File: src/rtl/crt_pkg.sv
package crt_pkg;

  typedef enum logic [1:0] {
    ST_IDLE = 2'd0,
    ST_RUN  = 2'd1,
    ST_HOLD = 2'd2
  } crt_state_e;

  // Multiplicative inverse of a modulo m, found by search at elaboration time.
  function automatic longint inv_mod(input longint a, input longint m);
    longint found;
    found = 0;
    for (longint i = 1; i < m; i++) begin
      if (found == 0 && ((a * i) % m) == 1) found = i;
    end
    return found;
  endfunction

  // Weight for one modulus: product of the other two times its inverse
  // modulo this modulus, reduced modulo the full product.
  function automatic longint crt_weight(input longint m_self,
                                        input longint m_x,
                                        input longint m_y);
    longint others;
    longint full;
    others = m_x * m_y;
    full   = others * m_self;
    return (others * inv_mod(others % m_self, m_self)) % full;
  endfunction

endpackage

File: src/rtl/crt_lane_check.sv
module crt_lane_check #(
  parameter int RW  = 8,
  parameter int MOD = 229
) (
  input  logic [RW-1:0] rsd,
  output logic          ok
);
  assign ok = (32'(rsd) < 32'(MOD));
endmodule

File: src/rtl/crt_weight_table.sv
module crt_weight_table #(
  parameter int MOD_A = 229,
  parameter int MOD_B = 233,
  parameter int MOD_C = 239,
  parameter int OW    = 24
) (
  input  logic [2:0]    sel,
  output logic [OW-1:0] weight
);
  localparam longint PROD = longint'(MOD_A) * longint'(MOD_B) * longint'(MOD_C);
  localparam longint WA = crt_pkg::crt_weight(MOD_A, MOD_B, MOD_C);
  localparam longint WB = crt_pkg::crt_weight(MOD_B, MOD_A, MOD_C);
  localparam longint WC = crt_pkg::crt_weight(MOD_C, MOD_A, MOD_B);

  logic [OW-1:0] tbl [8];

  for (genvar k = 0; k < 8; k++) begin : g_ent
    localparam longint SUM = (((k & 1) != 0) ? WA : 64'd0)
                           + (((k & 2) != 0) ? WB : 64'd0)
                           + (((k & 4) != 0) ? WC : 64'd0);
    assign tbl[k] = OW'(SUM % PROD);
  end

  assign weight = tbl[sel];
endmodule

File: src/rtl/crt_mod_step.sv
module crt_mod_step #(
  parameter int     OW   = 24,
  parameter longint NMOD = 12752323
) (
  input  logic [OW-1:0] acc,
  input  logic [OW-1:0] addend,
  output logic [OW-1:0] nxt
);
  localparam logic [OW:0] LIM = (OW+1)'(NMOD);

  logic [OW:0] dbl;
  logic [OW:0] dbl_r;
  logic [OW:0] sum;

  always_comb begin
    dbl   = {acc, 1'b0};
    dbl_r = (dbl >= LIM) ? (dbl - LIM) : dbl;
    sum   = dbl_r + {1'b0, addend};
    nxt   = (sum >= LIM) ? OW'(sum - LIM) : OW'(sum);
  end
endmodule

File: src/rtl/crt_engine.sv
module crt_engine #(
  parameter int MOD_A = 229,
  parameter int MOD_B = 233,
  parameter int MOD_C = 239,
  parameter int RW    = 8,
  localparam longint NMOD = longint'(MOD_A) * longint'(MOD_B) * longint'(MOD_C),
  localparam int     OW   = $clog2(NMOD)
) (
  input  logic          clk,
  input  logic          rst_n,
  input  logic          in_valid,
  output logic          in_ready,
  input  logic [RW-1:0] rsd_a,
  input  logic [RW-1:0] rsd_b,
  input  logic [RW-1:0] rsd_c,
  output logic          out_valid,
  input  logic          out_ready,
  output logic [OW-1:0] out_value,
  output logic          err_o
);
  import crt_pkg::*;

  localparam int IW = (RW > 1) ? $clog2(RW) : 1;
  localparam int MODS [3] = '{MOD_A, MOD_B, MOD_C};

  crt_state_e    st;
  logic [RW-1:0] lane_in [3];
  logic [RW-1:0] cap     [3];
  logic [2:0]    lane_ok;
  logic [IW-1:0] bit_idx;
  logic [2:0]    sel;
  logic [OW-1:0] acc;
  logic [OW-1:0] acc_nxt;
  logic [OW-1:0] wsel;

  assign lane_in[0] = rsd_a;
  assign lane_in[1] = rsd_b;
  assign lane_in[2] = rsd_c;

  for (genvar g = 0; g < 3; g++) begin : g_lane
    crt_lane_check #(.RW(RW), .MOD(MODS[g])) u_lane (
      .rsd (lane_in[g]),
      .ok  (lane_ok[g])
    );
    assign sel[g] = cap[g][bit_idx];
  end

  crt_weight_table #(.MOD_A(MOD_A), .MOD_B(MOD_B), .MOD_C(MOD_C), .OW(OW)) u_tbl (
    .sel    (sel),
    .weight (wsel)
  );

  crt_mod_step #(.OW(OW), .NMOD(NMOD)) u_step (
    .acc    (acc),
    .addend (wsel),
    .nxt    (acc_nxt)
  );

  assign in_ready  = (st == ST_IDLE);
  assign out_valid = (st == ST_HOLD);
  assign out_value = acc;

  always_ff @(posedge clk or negedge rst_n) begin
    if (!rst_n) begin
      st      <= ST_IDLE;
      acc     <= '0;
      bit_idx <= '0;
      err_o   <= 1'b0;
      cap     <= '{default: '0};
    end else begin
      err_o <= 1'b0;
      case (st)
        ST_IDLE: begin
          if (in_valid) begin
            if (&lane_ok) begin
              cap     <= lane_in;
              acc     <= '0;
              bit_idx <= IW'(RW - 1);
              st      <= ST_RUN;
            end else begin
              err_o <= 1'b1;
            end
          end
        end
        ST_RUN: begin
          acc <= acc_nxt;
          if (bit_idx == '0) st <= ST_HOLD;
          else               bit_idx <= bit_idx - 1'b1;
        end
        ST_HOLD: begin
          if (out_ready) st <= ST_IDLE;
        end
        default: st <= ST_IDLE;
      endcase
    end
  end
endmodule

File: config.mk
export PLATFORM = sky130hd
export DESIGN_NAME = crt_engine
export DESIGN_NICKNAME = d
export VERILOG_FILES = /design/src/rtl/crt_pkg.sv /design/src/rtl/crt_lane_check.sv /design/src/rtl/crt_weight_table.sv /design/src/rtl/crt_mod_step.sv /design/src/rtl/crt_engine.sv
export SDC_FILE = /design/constraint.sdc
export NUM_CORES = 1
export LEC_CHECK = 0
export ABC_AREA = 1
export BUFFER_PORTS_ARGS = -buffer_cell sky130_fd_sc_hd__buf_2
export CAP_MARGIN = 15
export CORE_MARGIN = 3
export CORE_UTILIZATION = 30
export DETAILED_ROUTE_END_ITERATION = 10
export PLACE_DENSITY = 0.47
export SLEW_MARGIN = 5
export SYNTH_ARGS = -nofsm -noshare
export SYNTH_HDL_FRONTEND = slang
export SYNTH_HIERARCHICAL = 1
export SYNTH_SLANG_ARGS = --single-unit
File: constraint.sdc
create_clock -name clk -period 7.5 [get_ports clk]
set_clock_uncertainty 0.15 [all_clocks]
set_input_delay 1.125 -clock clk [delete_from_list [all_inputs] [get_ports clk]]
set_output_delay 1.125 -clock clk [all_outputs]
set_load 0.01 [all_outputs]
==> metrics.txt, run 1 <==
status finished, final reports clean; Startpoint Class flip-flop; routed len/inst 15.23 um; Detailed Routing Iterations Pass 1 6; Max Cap Viol 0; Die W roughly 160 um; Reg2Reg Setup Slack roughly 1.6 ns; CTS tree yes; Worst Hold Path Cells 2; first-pass GRT wire length between 30 and 40 mm; Setup TNS Final 0 ns; filler cell count 2,547; Area contributors post-synth nand2_1 26%, dfrtp_1 20%, nand3_1 11%; RSZ-0062 raised after global routing false; Die Y 157.3 um; post_cts resized 0; DRT iter0 DRCs 663; count of different cell masters after synthesis 40; Yosys top cell area share 26.12%; largest net degree at the start of global routing 55; Die ar. 24,750 sq um; final setup vio count 0; Buffers & Inverters on Critical Path 4; drt total wl approximately 23 mm; grt ovf 0; crit-path most repeated cell nand2_1; Top FF cell, synth dfrtp_1; leading area contributor after synthesis nand2_1; Worst Hold Endpoint cap[21]$_DFFE_PN0P_; Reg-to-Reg End out_value[20]$_DFFE_PN0P_; worst skew pair latency 0.30 ns; worst reg2reg path depth 31; Post-CTS Repair Setup Buffers 0; Diodes inserted 0; Clock Path Buffers 2; CTS buffer count 5; Cell Rows 54; reg2reg start bit_idx[0]$_DFFE_PN0P_; I/O Pins between 50 and 60; yosys warns 6; fin crit share between 70% and 80%; vias per cell 4.790; top cell family by delay on the critical path simple AND/OR/NAND/NOR gates; Cell Count, Final, Fillers Out between 1,500 and 2,000; Nets 1,299; synth cell count leaders 478 x nand2_1, 168 x inv_1, 157 x nand3_1; H-tree levels 2; min-delay src cap[21]$_DFFE_PN0P_; Slew Limit Fails 0; area grow syn2layout 8.450%; CTS sink cnt 54; post-layout util 33.62%; remaining antenna violation count after routing 0; Mapped Cells 1,201; count leader, synth nand2_1; total global-route track usage 19.03%; DR vias 7,266; GP Congestion about 0.86; Hold-fix buffers, CTS 0; clk slew on worst S/H paths 0.08 ns; Syn Std Cell Area slightly below 7000 sq um; starting density of the core 31.00%; WHS 0.3724 ns; post-synthesis sequential area ratio just under 20%; initial antenna violation count 0; number of flops mapped to enable cells by yosys 0; I/O Buffers 54; vias in the first global route 7,109; Largest stage delay, worst path 0.67 ns; worst-path maximum fanout 24; Core Region between 20,000 and 25,000 sq um; Fmax 168.2 MHz; syn_area_per_cell 5.721 sq um; Slew HR between 20% and 30%; asr flop ratio synth 100.0%; DRC 0; layout cells sized above 1 between 10 and 15%; CP endpoint kind flip-flop; Hold Crit Class reg -> reg; Final Hold Vio Count 0; CTS root buf clkbuf_16; CP Class reg -> reg; DPL Wire Length 18.94 mm; Critical Path Slowest Stage Cell dfrtp_1; Placed Instances approximately 1,500; post-route minimum period ~5.9 ns; Yosys reg bits 54; WP data required 7.59 ns; Crit path arrival time around 6 ns; Tightest Pin Transition 1.108 ns
registers in the layout, indices dropped and copies added (netlist names):
signal     flops
cap           24
bit_idx        3
err_o          1
out_value     24
st             2
placed cells by master, fill, tap and decap left out, drive strengths merged, types with 25 or more instances in the layout:
cell type	netlist	routed
a21oi	25	25
nand2	503	503
dfrtp	54	54
xor2	32	32
nor2	92	92
buf	24	56
ha	34	34
nand3	163	163
inv	179	180
o21ai	47	47
logic make-up (layout without fill, tap and decap cells):
logic type,Yosys count,in the layout,share of synthesized area (%)
xor+xnor,37,37,4.717
buf+inv,209,244,12.78
fa+ha+maj,35,35,6.483
compound gates,78,78,6.484
simple gates,787,787,49.81
flops,54,54,19.67
other cells,1,2,0.05458
routing by layer:
layer | GRT usage, % | up-vias | part of all wire (%)
met5 | 0 | - | 0
met4 | 4.793 | 0 | 2.4
met3 | 1.677 | 29 | 3.3
met2 | 31.40 | 156 | 45
met1 | 26.83 | 3272 | 49
li1 | - | 3809 | -
cell type report:
cell class	instances	area, sq um	share of cell area [%]
multi-input combinational	939	4644	62.33
sequential	54	1351	18.14
inverter	180	675.6	9.068
tap	280	350.3	4.702
timing repair buffer	56	285.3	3.829
clock buffer	5	125.1	1.679
clock inverter	3	18.77	0.2519
worst min-delay path, cell delays in order, from the launching register on:
cell and delay, ns:
dfrtp_1 0.32, inv_1 0.05, o21ai_2 0.11
how the worst max path moves through the flow:
stage | from | to | slack, ns | cells past startpoint
3_5_place_dp | bit_idx[0]$_DFFE_PN0P_ | out_value[20]$_DFFE_PN0P_ | 1.56 | 31
2_1_floorplan | bit_idx[1]$_DFFE_PN0P_ | out_value[10]$_DFFE_PN0P_ | 3.42 | 31
6_report | bit_idx[0]$_DFFE_PN0P_ | out_value[20]$_DFFE_PN0P_ | 1.56 | 31
4_1_cts | bit_idx[0]$_DFFE_PN0P_ | out_value[20]$_DFFE_PN0P_ | 1.52 | 31
3_3_place_gp | bit_idx[0]$_DFFE_PN0P_ | out_value[20]$_DFFE_PN0P_ | 1.42 | 31
5_1_grt | bit_idx[0]$_DFFE_PN0P_ | out_value[20]$_DFFE_PN0P_ | 0.95 | 31
per-stage QoR:
| stage | cell area (sq um) | worst slack (ns) |
|---|---|---|
| 2_1_floorplan | 6874 | 3.423 |
| 3_3_place_gp | 7307 | 1.421 |
| 3_5_place_dp | 7307 | 1.562 |
| 4_1_cts | 7451 | 1.524 |
| 5_1_grt | 7451 | 0.9454 |
| 6_report | 7451 | 1.556 |
Power of run 1 is left out: the tool's default activity adds up to more than one toggle a clock period on the data nets, which glitch-free logic cannot reach.
==> inputs of run 2 (changes only) <==
Settings changed: ABC_AREA 1 to 0.
Clock period 7.5 ns to 5.95 ns, I/O delays scaled along.
==> metrics.txt, run 2 <==
Diodes inserted 0 (unchanged); Reg-to-Reg End out_value[4]$_DFFE_PN0P_; post-route minimum period 5.752 ns (-0.1915 ns); Placed Instances 947 (-37%); Worst Hold Path Cells 1 (-1); Core Region 16,940 sq um (-24%); H-tree levels 2 (unchanged); Detailed Routing Iterations Pass 1 5 (-1); yosys warns 6 (unchanged); CTS tree yes; number of flops mapped to enable cells by yosys 0 (unchanged); area grow syn2layout 29.60%; min-delay src cap[17]$_DFFE_PN0P_; Slew Limit Fails 0 (unchanged); Hold Crit Class reg -> reg; post-synthesis sequential area ratio 25.57% (+5.9 points); CTS root buf clkbuf_16; Startpoint Class flip-flop; count leader, synth nand2_1; first-pass GRT wire length 26.57 mm (-29%); worst-path maximum fanout 7 (-71%); Nets 801 (-38%); DPL Wire Length 13.53 mm (-29%); Worst Hold Endpoint cap[17]$_DFFE_PN0P_; Hold-fix buffers, CTS 0 (unchanged); Final Hold Vio Count 0 (unchanged); I/O Buffers 54 (unchanged); drt total wl 16.48 mm (-29%); count of different cell masters after synthesis 83 (+110%); vias per cell 5.296 (+11%); Cell Count, Final, Fillers Out 959 (-37%); final setup vio count 0 (unchanged); commonest non-fill, non-tap cells in the layout 125 x buf_4, 70 x nand2_1, 54 x buf_2, 53 x dfrtp_1, 47 x a21oi_1; vias in the first global route 5,060 (-29%); Tightest Pin Transition 1.039 ns (-0.06868 ns); Die ar. 19,240 sq um (-22%); GP Congestion 0.9115 (+5.4%); Slew HR 30.72% (+4.8 points); initial antenna violation count 0 (unchanged); I/O Pins 55 (unchanged); Syn Std Cell Area 5284 sq um (-23%); status finished, final reports clean; syn_area_per_cell 9.048 sq um (+58%); asr flop ratio synth 100.0% (unchanged); CP endpoint kind flip-flop; DRT iter0 DRCs 317 (-52%); Mapped Cells 584 (-51%); Top FF cell, synth dfrtp_1; Area contributors post-synth dfrtp_1 26%, ha_1 8.1%, xor2_1 5.5%; CTS buffer count 5 (unchanged); Clock Path Buffers 2 (unchanged); Max Cap Viol 0 (unchanged); Reg2Reg Setup Slack 0.20 ns (-1.36 ns); leading area contributor after synthesis dfrtp_1; DR vias 5,079 (-30%); Die Y 138.7 um (-12%); Crit path arrival time 5.79 ns (-0.24 ns); largest net degree at the start of global routing 55 (unchanged); Yosys top cell area share 25.57% (-0.54 points); Die W 138.7 um (-12%); WP data required 5.98 ns (-1.61 ns); routed len/inst 17.18 um (+13%); clk slew on worst S/H paths 0.07 ns (about the same); Setup TNS Final 0 ns (unchanged); grt ovf 0 (unchanged); remaining antenna violation count after routing 0 (unchanged); Yosys reg bits 54 (unchanged); starting density of the core 31.20% (+0.20 points); Cell Rows 47 (-13%); Post-Place Cell Area 6530 sq um (-11%); post-layout util 40.43% (+6.8 points); worst reg2reg path depth 20 (-35%); fin area 6848 sq um (-8.1%); DRC 0 (unchanged); total global-route track usage 16.65% (-2.4 points); fin crit share 96.67% (+17 points); Fmax 173.9 MHz (+3.3%); CTS sink cnt 54 (unchanged); CP Class reg -> reg; synth cell count leaders 70 x nand2_1, 54 x dfrtp_1, 50 x a21oi_1; reg2reg start out_value[20]$_DFFE_PN0P_; worst skew pair latency 0.29 ns (about the same); most common cell after layout, fill and taps aside buf_4; layout cells sized above 1 35.32% (+24 points)
[run 2: cell count changes after synthesis, moves of 22 or more]
cell	before	now
nand2_1	478	70
nand2_2	22	0
a21oi_1	24	50
inv_1	168	15
nand3_1	157	13
a22o_1	0	24
nor2_1	76	29
[run 2: cell families (layout without fill, tap and decap cells)]
| logic type | count (synthesis) | in the layout | synth area share (%) |
|---|---|---|---|
| AND/OR/NAND/NOR | 176 | 176 | 16.91 |
| flip-flops | 54 | 54 | 25.57 |
| adder cells (fa/ha/maj) | 35 | 35 | 8.430 |
| buffers and inverters | 48 | 202 | 5.328 |
| multiplexers | 35 | 35 | 9.804 |
| other | 1 | 2 | 0.07097 |
| XOR/XNOR | 60 | 60 | 10.23 |
| AO/OA/AOI/OAI | 175 | 175 | 23.66 |
[run 2: cell type report]
cell class / count / area (sq um)
inverter: 15 / 56.30
clock buffer: 5 / 125.1
timing repair buffer: 179 / 1209
sequential: 54 / 1353
multi-input combinational: 483 / 3786
clock inverter: 3 / 43.79
tap: 220 / 275.3
fill: 1732 / 10090
[run 2: worst max-delay path, stage by stage, from the launching register on]
cell and delay (ns):
dfrtp_1 0.38, or4_1 0.61, nand3b_1 0.23, a31oi_2 0.28, inv_1 0.12, buf_4 0.16, buf_4 0.12, nor2_1 0.08
a21oi_1 0.05, ha_1 0.32, o211ai_1 0.14, buf_4 0.17, o211ai_1 0.25, a41oi_2 0.16, xor2_1 0.31, or4b_4 0.51
or4b_4 0.54, a41o_4 0.28, a2111oi_2 0.40, xor2_1 0.12, a22o_1 0.23
[run 2: through the flow]
| stage | setup WS (ns) | hold WS (ns) |
|---|---|---|
| 2_1_floorplan | 0.06687 | 0.3238 |
| 3_3_place_gp | -0.1932 | 0.3342 |
| 3_5_place_dp | -0.1778 | 0.3428 |
| 4_1_cts | 0.004688 | 0.3586 |
| 5_1_grt | -0.01500 | 0.3799 |
| 6_report | 0.1979 | 0.3569 |
[run 2: worst max path at each step]
stage,to,depth (start not counted),start,slack [ns]
2_1_floorplan,out_value[20]$_DFFE_PN0P_,19,out_value[18]$_DFFE_PN0P_,0.07
3_3_place_gp,out_value[20]$_DFFE_PN0P_,23,bit_idx[0]$_DFFE_PN0P_,-0.19
3_5_place_dp,out_value[4]$_DFFE_PN0P_,20,bit_idx[0]$_DFFE_PN0P_,-0.18
4_1_cts,out_value[5]$_DFFE_PN0P_,20,bit_idx[0]$_DFFE_PN0P_,0.005
5_1_grt,out_value[19]$_DFFE_PN0P_,23,bit_idx[0]$_DFFE_PN0P_,-0.02
6_report,out_value[4]$_DFFE_PN0P_,20,out_value[20]$_DFFE_PN0P_,0.20
[run 2: repair_timing]
action	CTS	global route
pin swaps	0	6
resized for setup	5	20
setup buffers	1	3
endpoints found under the setup margin	23	24
[run 2: metal layers]
metal  part of all wire [%]  vias to the layer above  global-route usage, %
li1                       -                     2461                      -
met1                     46                     2478                  21.99
met2                     49                      116                  29.62
met3                    2.8                       24                  1.379
met4                    1.8                        0                  3.965
met5                      0                        -                      0
Power of run 2 is left out for the same reason.
